<file path="src/rtl/vliw_pack_pkg.sv">
package vliw_pack_pkg;
  localparam int unsigned NUM_CH  = 4;
  localparam int unsigned CH_W    = 2;
  localparam int unsigned NUM_SRC = 3;

  // open-group action chosen each cycle
  typedef enum logic [2:0] {
    ACT_HOLD,
    ACT_APPEND,
    ACT_SPLIT,   // emit old group, op starts new one
    ACT_FILL,    // emit group with op in last slot
    ACT_FLUSH    // emit old group, leave empty
  } act_e;
endpackage

</file>
<file path="src/rtl/vliw_chan_split.sv">
module vliw_chan_split
  import vliw_pack_pkg::*;
#(
  parameter int unsigned OP_W  = 4,
  parameter int unsigned REG_W = 2,
  parameter int unsigned OPB   = OP_W + CH_W + 4 * REG_W
) (
  input  logic              clk_i,
  input  logic              rst_ni,
  input  logic              in_valid_i,
  output logic              in_ready_o,
  input  logic              in_last_i,
  input  logic [OP_W-1:0]   in_op_i,
  input  logic [REG_W-1:0]  in_dst_i,
  input  logic [REG_W-1:0]  in_src0_i,
  input  logic [REG_W-1:0]  in_src1_i,
  input  logic [REG_W-1:0]  in_src2_i,
  input  logic [NUM_CH-1:0] in_mask_i,
  output logic              op_valid_o,
  output logic [OPB-1:0]    op_o,
  output logic              close_req_o,
  input  logic              op_take_i,
  input  logic              close_done_i
);
  logic [OP_W-1:0]   op_q;
  logic [REG_W-1:0]  dst_q, src0_q, src1_q, src2_q;
  logic [NUM_CH-1:0] rem_q;
  logic              last_q;
  logic [NUM_CH-1:0] pick_oh;
  logic [CH_W-1:0]   pick_idx;
  logic              found;

  always_comb begin
    pick_oh  = '0;
    pick_idx = '0;
    found    = 1'b0;
    for (int c = 0; c < NUM_CH; c++) begin
      if (rem_q[c] && !found) begin
        pick_oh[c] = 1'b1;
        pick_idx   = CH_W'(c);
        found      = 1'b1;
      end
    end
  end

  assign op_valid_o  = |rem_q;
  assign close_req_o = last_q && (rem_q == '0);
  assign in_ready_o  = (rem_q == '0) && !last_q;
  assign op_o        = {op_q, pick_idx, dst_q, src0_q, src1_q, src2_q};

  always_ff @(posedge clk_i or negedge rst_ni) begin
    if (!rst_ni) begin
      op_q   <= '0;
      dst_q  <= '0;
      src0_q <= '0;
      src1_q <= '0;
      src2_q <= '0;
      rem_q  <= '0;
      last_q <= 1'b0;
    end else if (in_valid_i && in_ready_o) begin
      op_q   <= in_op_i;
      dst_q  <= in_dst_i;
      src0_q <= in_src0_i;
      src1_q <= in_src1_i;
      src2_q <= in_src2_i;
      rem_q  <= in_mask_i;
      last_q <= in_last_i;
    end else begin
      if (op_take_i)    rem_q  <= rem_q & ~pick_oh;
      if (close_done_i) last_q <= 1'b0;
    end
  end
endmodule

</file>
<file path="src/rtl/vliw_dep_check.sv">
module vliw_dep_check
  import vliw_pack_pkg::*;
#(
  parameter int unsigned OP_W  = 4,
  parameter int unsigned REG_W = 2,
  parameter int unsigned OPB   = OP_W + CH_W + 4 * REG_W,
  parameter int unsigned IDX_W = REG_W + CH_W,
  parameter int unsigned NPAIR = 1 << IDX_W
) (
  input  logic [NPAIR-1:0] wr_set_i,
  input  logic [OPB-1:0]   op_i,
  output logic [IDX_W-1:0] wr_idx_o,
  output logic             conflict_o
);
  logic [CH_W-1:0]    ch;
  logic [REG_W-1:0]   dst;
  logic [NUM_SRC-1:0] rd_hit;

  assign ch       = op_i[4*REG_W +: CH_W];
  assign dst      = op_i[3*REG_W +: REG_W];
  assign wr_idx_o = {dst, ch};

  // sources sit below dst: src0 at 2*REG_W, src2 at 0
  for (genvar k = 0; k < NUM_SRC; k++) begin : g_src
    logic [REG_W-1:0] src;
    assign src       = op_i[(NUM_SRC-1-k)*REG_W +: REG_W];
    assign rd_hit[k] = wr_set_i[{src, ch}];
  end

  assign conflict_o = (|rd_hit) || wr_set_i[wr_idx_o];
endmodule

</file>
<file path="src/rtl/vliw_open_group.sv">
module vliw_open_group
  import vliw_pack_pkg::*;
#(
  parameter int unsigned SLOTS = 5,
  parameter int unsigned OPB   = 14,
  parameter int unsigned IDX_W = 4,
  parameter int unsigned NPAIR = 1 << IDX_W,
  parameter int unsigned CNT_W = $clog2(SLOTS + 1)
) (
  input  logic               clk_i,
  input  logic               rst_ni,
  input  act_e               act_i,
  input  logic [OPB-1:0]     op_i,
  input  logic [IDX_W-1:0]   op_idx_i,
  output logic [SLOTS*OPB-1:0] cur_data_o,
  output logic [SLOTS-1:0]   cur_vld_o,
  output logic [SLOTS*OPB-1:0] fill_data_o,
  output logic [SLOTS-1:0]   fill_vld_o,
  output logic [NPAIR-1:0]   wr_set_o,
  output logic               empty_o,
  output logic               last_slot_o
);
  logic [CNT_W-1:0] cnt_q;
  logic [NPAIR-1:0] wr_q;
  logic [NPAIR-1:0] idx_oh;

  assign idx_oh      = NPAIR'(1) << op_idx_i;
  assign wr_set_o    = wr_q;
  assign empty_o     = (cnt_q == '0);
  assign last_slot_o = (cnt_q == CNT_W'(SLOTS - 1));

  for (genvar i = 0; i < SLOTS; i++) begin : g_slot
    logic [OPB-1:0] slot_q;
    assign cur_data_o[i*OPB +: OPB]  = slot_q;
    assign cur_vld_o[i]              = (CNT_W'(i) < cnt_q);
    assign fill_data_o[i*OPB +: OPB] = (cnt_q == CNT_W'(i)) ? op_i : slot_q;
    assign fill_vld_o[i]             = (CNT_W'(i) <= cnt_q);

    always_ff @(posedge clk_i or negedge rst_ni) begin
      if (!rst_ni) begin
        slot_q <= '0;
      end else begin
        case (act_i)
          ACT_APPEND: if (cnt_q == CNT_W'(i)) slot_q <= op_i;
          ACT_SPLIT:  slot_q <= (i == 0) ? op_i : '0;
          ACT_FILL,
          ACT_FLUSH:  slot_q <= '0;
          default:    ;
        endcase
      end
    end
  end

  always_ff @(posedge clk_i or negedge rst_ni) begin
    if (!rst_ni) begin
      cnt_q <= '0;
      wr_q  <= '0;
    end else begin
      case (act_i)
        ACT_APPEND: begin
          cnt_q <= cnt_q + 1'b1;
          wr_q  <= wr_q | idx_oh;
        end
        ACT_SPLIT: begin
          cnt_q <= CNT_W'(1);
          wr_q  <= idx_oh;
        end
        ACT_FILL, ACT_FLUSH: begin
          cnt_q <= '0;
          wr_q  <= '0;
        end
        default: ;
      endcase
    end
  end
endmodule

</file>
<file path="src/rtl/vliw_group_out.sv">
module vliw_group_out #(
  parameter int unsigned SLOTS = 5,
  parameter int unsigned OPB   = 14
) (
  input  logic                 clk_i,
  input  logic                 rst_ni,
  input  logic                 load_i,
  input  logic [SLOTS*OPB-1:0] data_i,
  input  logic [SLOTS-1:0]     vld_i,
  input  logic                 ready_i,
  output logic                 valid_o,
  output logic [SLOTS*OPB-1:0] data_o,
  output logic [SLOTS-1:0]     vld_o,
  output logic                 free_o
);
  assign free_o = !valid_o || ready_i;

  always_ff @(posedge clk_i or negedge rst_ni) begin
    if (!rst_ni) begin
      valid_o <= 1'b0;
      data_o  <= '0;
      vld_o   <= '0;
    end else if (load_i) begin
      valid_o <= 1'b1;
      data_o  <= data_i;
      vld_o   <= vld_i;
    end else if (ready_i) begin
      valid_o <= 1'b0;
    end
  end
endmodule

</file>
<file path="src/rtl/vliw_group_packer.sv">
module vliw_group_packer
  import vliw_pack_pkg::*;
#(
  parameter int unsigned OP_W  = 4,
  parameter int unsigned REG_W = 2,
  parameter int unsigned SLOTS = 5
) (
  input  logic                   clk_i,
  input  logic                   rst_ni,
  input  logic                   in_valid_i,
  output logic                   in_ready_o,
  input  logic                   in_last_i,
  input  logic [OP_W-1:0]        in_op_i,
  input  logic [REG_W-1:0]       in_dst_i,
  input  logic [REG_W-1:0]       in_src0_i,
  input  logic [REG_W-1:0]       in_src1_i,
  input  logic [REG_W-1:0]       in_src2_i,
  input  logic [3:0]             in_mask_i,
  output logic                   grp_valid_o,
  input  logic                   grp_ready_i,
  output logic [SLOTS-1:0]       slot_vld_o,
  output logic [SLOTS*OP_W-1:0]  slot_op_o,
  output logic [SLOTS*2-1:0]     slot_ch_o,
  output logic [SLOTS*REG_W-1:0] slot_dst_o,
  output logic [SLOTS*REG_W-1:0] slot_src0_o,
  output logic [SLOTS*REG_W-1:0] slot_src1_o,
  output logic [SLOTS*REG_W-1:0] slot_src2_o
);
  localparam int unsigned OPB   = OP_W + CH_W + 4 * REG_W;
  localparam int unsigned IDX_W = REG_W + CH_W;
  localparam int unsigned NPAIR = 1 << IDX_W;

  logic             op_valid, close_req, op_take, close_done;
  logic [OPB-1:0]   op;
  logic [IDX_W-1:0] op_idx;
  logic             conflict;
  logic [NPAIR-1:0] wr_set;
  logic             grp_empty, last_slot, out_free;
  logic             emit, emit_fill;
  act_e             act;
  logic [SLOTS*OPB-1:0] cur_data, fill_data, emit_data, out_data;
  logic [SLOTS-1:0]     cur_vld, fill_vld, emit_vld;

  vliw_chan_split #(.OP_W(OP_W), .REG_W(REG_W), .OPB(OPB)) u_split (
    .clk_i        (clk_i),
    .rst_ni       (rst_ni),
    .in_valid_i   (in_valid_i),
    .in_ready_o   (in_ready_o),
    .in_last_i    (in_last_i),
    .in_op_i      (in_op_i),
    .in_dst_i     (in_dst_i),
    .in_src0_i    (in_src0_i),
    .in_src1_i    (in_src1_i),
    .in_src2_i    (in_src2_i),
    .in_mask_i    (in_mask_i),
    .op_valid_o   (op_valid),
    .op_o         (op),
    .close_req_o  (close_req),
    .op_take_i    (op_take),
    .close_done_i (close_done)
  );

  vliw_dep_check #(.OP_W(OP_W), .REG_W(REG_W), .OPB(OPB), .IDX_W(IDX_W), .NPAIR(NPAIR)) u_dep (
    .wr_set_i   (wr_set),
    .op_i       (op),
    .wr_idx_o   (op_idx),
    .conflict_o (conflict)
  );

  vliw_open_group #(.SLOTS(SLOTS), .OPB(OPB), .IDX_W(IDX_W), .NPAIR(NPAIR)) u_grp (
    .clk_i       (clk_i),
    .rst_ni      (rst_ni),
    .act_i       (act),
    .op_i        (op),
    .op_idx_i    (op_idx),
    .cur_data_o  (cur_data),
    .cur_vld_o   (cur_vld),
    .fill_data_o (fill_data),
    .fill_vld_o  (fill_vld),
    .wr_set_o    (wr_set),
    .empty_o     (grp_empty),
    .last_slot_o (last_slot)
  );

  // close on last waits until the split has drained; close on conflict
  // restarts the group with the conflicting op in the same cycle
  always_comb begin
    act        = ACT_HOLD;
    op_take    = 1'b0;
    close_done = 1'b0;
    emit       = 1'b0;
    emit_fill  = 1'b0;
    if (close_req) begin
      if (grp_empty) begin
        close_done = 1'b1;
      end else if (out_free) begin
        act        = ACT_FLUSH;
        emit       = 1'b1;
        close_done = 1'b1;
      end
    end else if (op_valid) begin
      if (conflict) begin
        if (out_free) begin
          act     = ACT_SPLIT;
          emit    = 1'b1;
          op_take = 1'b1;
        end
      end else if (last_slot) begin
        if (out_free) begin
          act       = ACT_FILL;
          emit      = 1'b1;
          emit_fill = 1'b1;
          op_take   = 1'b1;
        end
      end else begin
        act     = ACT_APPEND;
        op_take = 1'b1;
      end
    end
  end

  assign emit_data = emit_fill ? fill_data : cur_data;
  assign emit_vld  = emit_fill ? fill_vld  : cur_vld;

  vliw_group_out #(.SLOTS(SLOTS), .OPB(OPB)) u_out (
    .clk_i   (clk_i),
    .rst_ni  (rst_ni),
    .load_i  (emit),
    .data_i  (emit_data),
    .vld_i   (emit_vld),
    .ready_i (grp_ready_i),
    .valid_o (grp_valid_o),
    .data_o  (out_data),
    .vld_o   (slot_vld_o),
    .free_o  (out_free)
  );

  for (genvar s = 0; s < SLOTS; s++) begin : g_unpack
    logic [OPB-1:0] w;
    assign w = out_data[s*OPB +: OPB];
    assign slot_op_o[s*OP_W +: OP_W]    = w[4*REG_W+CH_W +: OP_W];
    assign slot_ch_o[s*2 +: 2]          = w[4*REG_W +: CH_W];
    assign slot_dst_o[s*REG_W +: REG_W]  = w[3*REG_W +: REG_W];
    assign slot_src0_o[s*REG_W +: REG_W] = w[2*REG_W +: REG_W];
    assign slot_src1_o[s*REG_W +: REG_W] = w[REG_W +: REG_W];
    assign slot_src2_o[s*REG_W +: REG_W] = w[0 +: REG_W];
  end
endmodule

</file>
<file path="config.mk">
export PLATFORM = sky130hd
export DESIGN_NAME = vliw_group_packer
export DESIGN_NICKNAME = d
export VERILOG_FILES = /design/src/rtl/vliw_pack_pkg.sv /design/src/rtl/vliw_chan_split.sv /design/src/rtl/vliw_dep_check.sv /design/src/rtl/vliw_open_group.sv /design/src/rtl/vliw_group_out.sv /design/src/rtl/vliw_group_packer.sv
export SDC_FILE = /design/constraint.sdc
export NUM_CORES = 1
export LEC_CHECK = 0
export CORE_ASPECT_RATIO = 1.75
export CORE_UTILIZATION = 52
export CTS_BUF_LIST = sky130_fd_sc_hd__clkbuf_4
export DETAILED_ROUTE_END_ITERATION = 7
export PLACE_DENSITY = 0.85
export SKIP_CTS_REPAIR_TIMING = 1
export SLEW_MARGIN = 20
export SYNTH_ARGS = -nofsm -noshare
export SYNTH_HDL_FRONTEND = slang
export SYNTH_HIERARCHICAL = 1
export SYNTH_SLANG_ARGS = --single-unit
</file>
<file path="constraint.sdc">
create_clock -name clk_i -period 4.2 [get_ports clk_i]
set_input_delay 0.84 -clock clk_i [delete_from_list [all_inputs] [get_ports clk_i]]
set_output_delay 0.84 -clock clk_i [all_outputs]
set_load 0.02 [all_outputs]
</file>
==> flow_metrics.tcl <==
set metrics [dict create \
    max_stage_delay_ps 660 \
    cts_tree "yes" \
    fin_ws_ps 169.6 \
    clkSinkCount 182 \
    cp_top_family "simple AND/OR/NAND/NOR gates" \
    max_freq_mhz 248.1 \
    grt_overflow_total 0 \
    final_common_cell "dfrtp_1" \
    r2r_start "u_split/rem_q[0]$_DFFE_PN0P_" \
    track_usage_pct 23.43 \
    critical_path_required_ps 4740 \
    dp_cells 1018 \
    synthMuxAreaShare_pct 31.65 \
    synthFlopType "dfrtp_1" \
    core_area_um2 18660 \
    synth_top_family_by_area "multiplexers" \
    yosys.area_share.simple_pct 5.441 \
    synthCells 723 \
    ys_types 62 \
    crit_buf_inv 1 \
    root_buffer "clkbuf_4" \
    die_x_um 106.5 \
    ys_seq_area_share_pct 45.85 \
    period_share_pct 95.96 \
    cts_buffer_depth 2 \
    drive_gt1_share_pct 34.69 \
    via_count 6423 \
    synth_compound_area_share_pct 10.88 \
    setup_viol 0 \
    hold_viol_final 0 \
    io_buffers 97 \
    r2r_end "u_grp/g_slot[2].slot_q[9]$_DFFE_PN0P_" \
    synth_nets 747 \
    yosys.area_share.xor_xnor_pct 0.1763 \
    yosys.area_share.adder_pct 0.3779 \
    status "complete, no violations" \
    num_rows 66 \
    place_congestion 0.9406 \
    grt_first_pass_wirelength_um 35350 \
    drtIter0Drc 404 \
    startpoint_type "register" \
    drc 0 \
    wl_per_cell_um 21.06 \
    avgViaCountPerCell 6.106 \
    grt_pass1_vias 6542 \
    maxCapViolCount 0 \
    synth_area_um2 9933 \
    min_period_ps 4030 \
    synth_warnings 6 \
    rr_worst_depth 11 \
    ios 98 \
    max_slew_margin_pct 35.82 \
    final_antenna_net_count 0 \
    crit_chain "nor3_2 -> buf_12 -> mux4_1 -> mux2_2 -> a22oi_1 -> nand4_1 -> nor2_1 -> nor2_1 -> nor2b_1 -> a311oi_4 -> a22o_1" \
    crit_start "u_split/rem_q[0]$_DFFE_PN0P_" \
    finalHoldWorstSlack_ps 319.4 \
    worst_slew_pin_slew_ps 962.8 \
    die_y_um 184.8 \
    finalNonFillerCells 1052 \
    start_util_pct 53.22 \
    grt_max_degree 104 \
    finalClockSkew_ps 28.40 \
    drt-pass1-iter-count 5 \
    crit_slowest_cell "a311oi_4" \
    crit_type "reg2reg" \
    maxSlewViolCount 0 \
    setup_tns_ps 0 \
    synth_edf_count 0 \
    drt-total-wl_um 22150 \
    clkSlewWorstSetupHoldPaths_ps 150 \
    multiInputGateArea_um2 4892 \
    critical_path_arrival_ps 4570 \
    worst_path_most_repeated_cell "nor2_1" \
    clk_latency_ps 610 \
    min_path_type "in2async" \
    crit_path_end_kind "register" \
    regArea_um2 4556 \
    nets 825 \
    synth_seq_cells 182 \
    ff2ff_setup_slack_ps 170 \
    grt_antenna_before_repair 1 \
    fillers 1474 \
    die-area_um2 19680 \
    dp_hpwl_um 15430 \
    path_max_fanout 30 \
    most-common-layout-cells "dfrtp_1 (181), mux2_2 (139), clkdlybuf4s50_1 (96), a22o_1 (70), mux2_4 (56)" \
    dp_slack_ps 66.16 \
    area_growth_pct 14.60 \
    async_flop_share_pct 100.0 \
    h-tree-depth 4 \
    syn_area_per_cell_um2 13.74 \
    cts_made_buffers 17 \
]
==> final cells by class <==
class | count | share of cell area [%]
Multi-Input combinational cell | 461 | 42.98
Sequential cell | 182 | 40.02
Timing Repair Buffer | 124 | 11.20
Tap cell | 238 | 2.616
Clock inverter | 13 | 1.484
Clock buffer | 18 | 1.187
Inverter | 15 | 0.4946
Antenna cell | 1 | 0.02198
==> how the worst max path moves through the flow <==
stage                                             endpoint  slack [ps]  cells after the start
detailed placement  u_grp/g_slot[3].slot_q[11]$_DFFE_PN0P_          70                     12
floorplan            u_grp/g_slot[3].slot_q[2]$_DFFE_PN0P_         640                     13
CTS                 u_grp/g_slot[3].slot_q[11]$_DFFE_PN0P_          20                     12
global placement    u_grp/g_slot[3].slot_q[11]$_DFFE_PN0P_         230                     12
finish               u_grp/g_slot[2].slot_q[9]$_DFFE_PN0P_         170                     11
global route         u_grp/g_slot[2].slot_q[4]$_DFFE_PN0P_          -5                     11
==> synth_stat cells, types with 5 or more instances <==
cell | n | area share (%)
a22o_1 | 70 | 6.2
a31oi_1 | 6 | 0.38
buf_1 | 15 | 0.57
buf_12 | 7 | 1.4
buf_2 | 16 | 0.81
buf_4 | 12 | 0.91
buf_6 | 9 | 1.0
clkbuf_1 | 5 | 0.19
dfrtp_1 | 182 | 46
inv_1 | 14 | 0.53
mux2_1 | 39 | 4.4
mux2_2 | 139 | 16
mux2_4 | 56 | 8.5
mux4_1 | 9 | 2.4
nand2_1 | 12 | 0.45
nand2b_1 | 11 | 0.69
nor2_1 | 12 | 0.45
o211a_1 | 5 | 0.50
o21ai_0 | 12 | 0.60
o2bb2ai_1 | 12 | 1.1
==> state kept, by name, summed over array words and instances (netlist names), 3 cells and up <==
| name | flops |
|---|---|
| u_grp/g_slot.slot_q | 70 |
| u_out/data_o | 70 |
| u_grp/wr_set_o | 16 |
| u_out/vld_o | 5 |
| u_split/op_q | 4 |
| u_split/rem_q | 4 |
| u_grp/cnt_q | 3 |
==> worst register-to-register path, delay by kind of cell (launching register included) <==
kind | cells | cell delay [ps]
buf+inv | 1 | 230
compound gates | 3 | 1110
flops | 1 | 500
mux | 2 | 850
simple gates | 5 | 1280
==> per-stage QoR <==
step	util (%)	cell area [µm²]
after floorplan	-	9933
after global placement	58.93	11000
after detailed placement	58.93	11000
after CTS	60.56	11300
after global routing	60.99	11380
final	60.99	11380
==> routing by layer <==
| metal | GRT usage [%] | wire length [µm] | up-vias |
|---|---|---|---|
| met5 | 0 | 0 | - |
| met4 | 14.08 | 1206 | 0 |
| met3 | 3.378 | 794 | 65 |
| met2 | 40.23 | 11610 | 220 |
| met1 | 27.65 | 8543 | 3281 |
| li1 | - | - | 2857 |
==> cell families after synthesis <==
| group | after synthesis |
|---|---|
| muxes | 248 |
| xor gates and xnor gates | 2 |
| adders and majority gates | 3 |
| and+or+nand+nor | 79 |
| AOI/OAI and AO/OA | 129 |
| buffers and inverters | 80 |
| DFF | 182 |
Power is not shown: default switching activity piles up to over one toggle a cycle in this logic, so the estimate is an artifact.
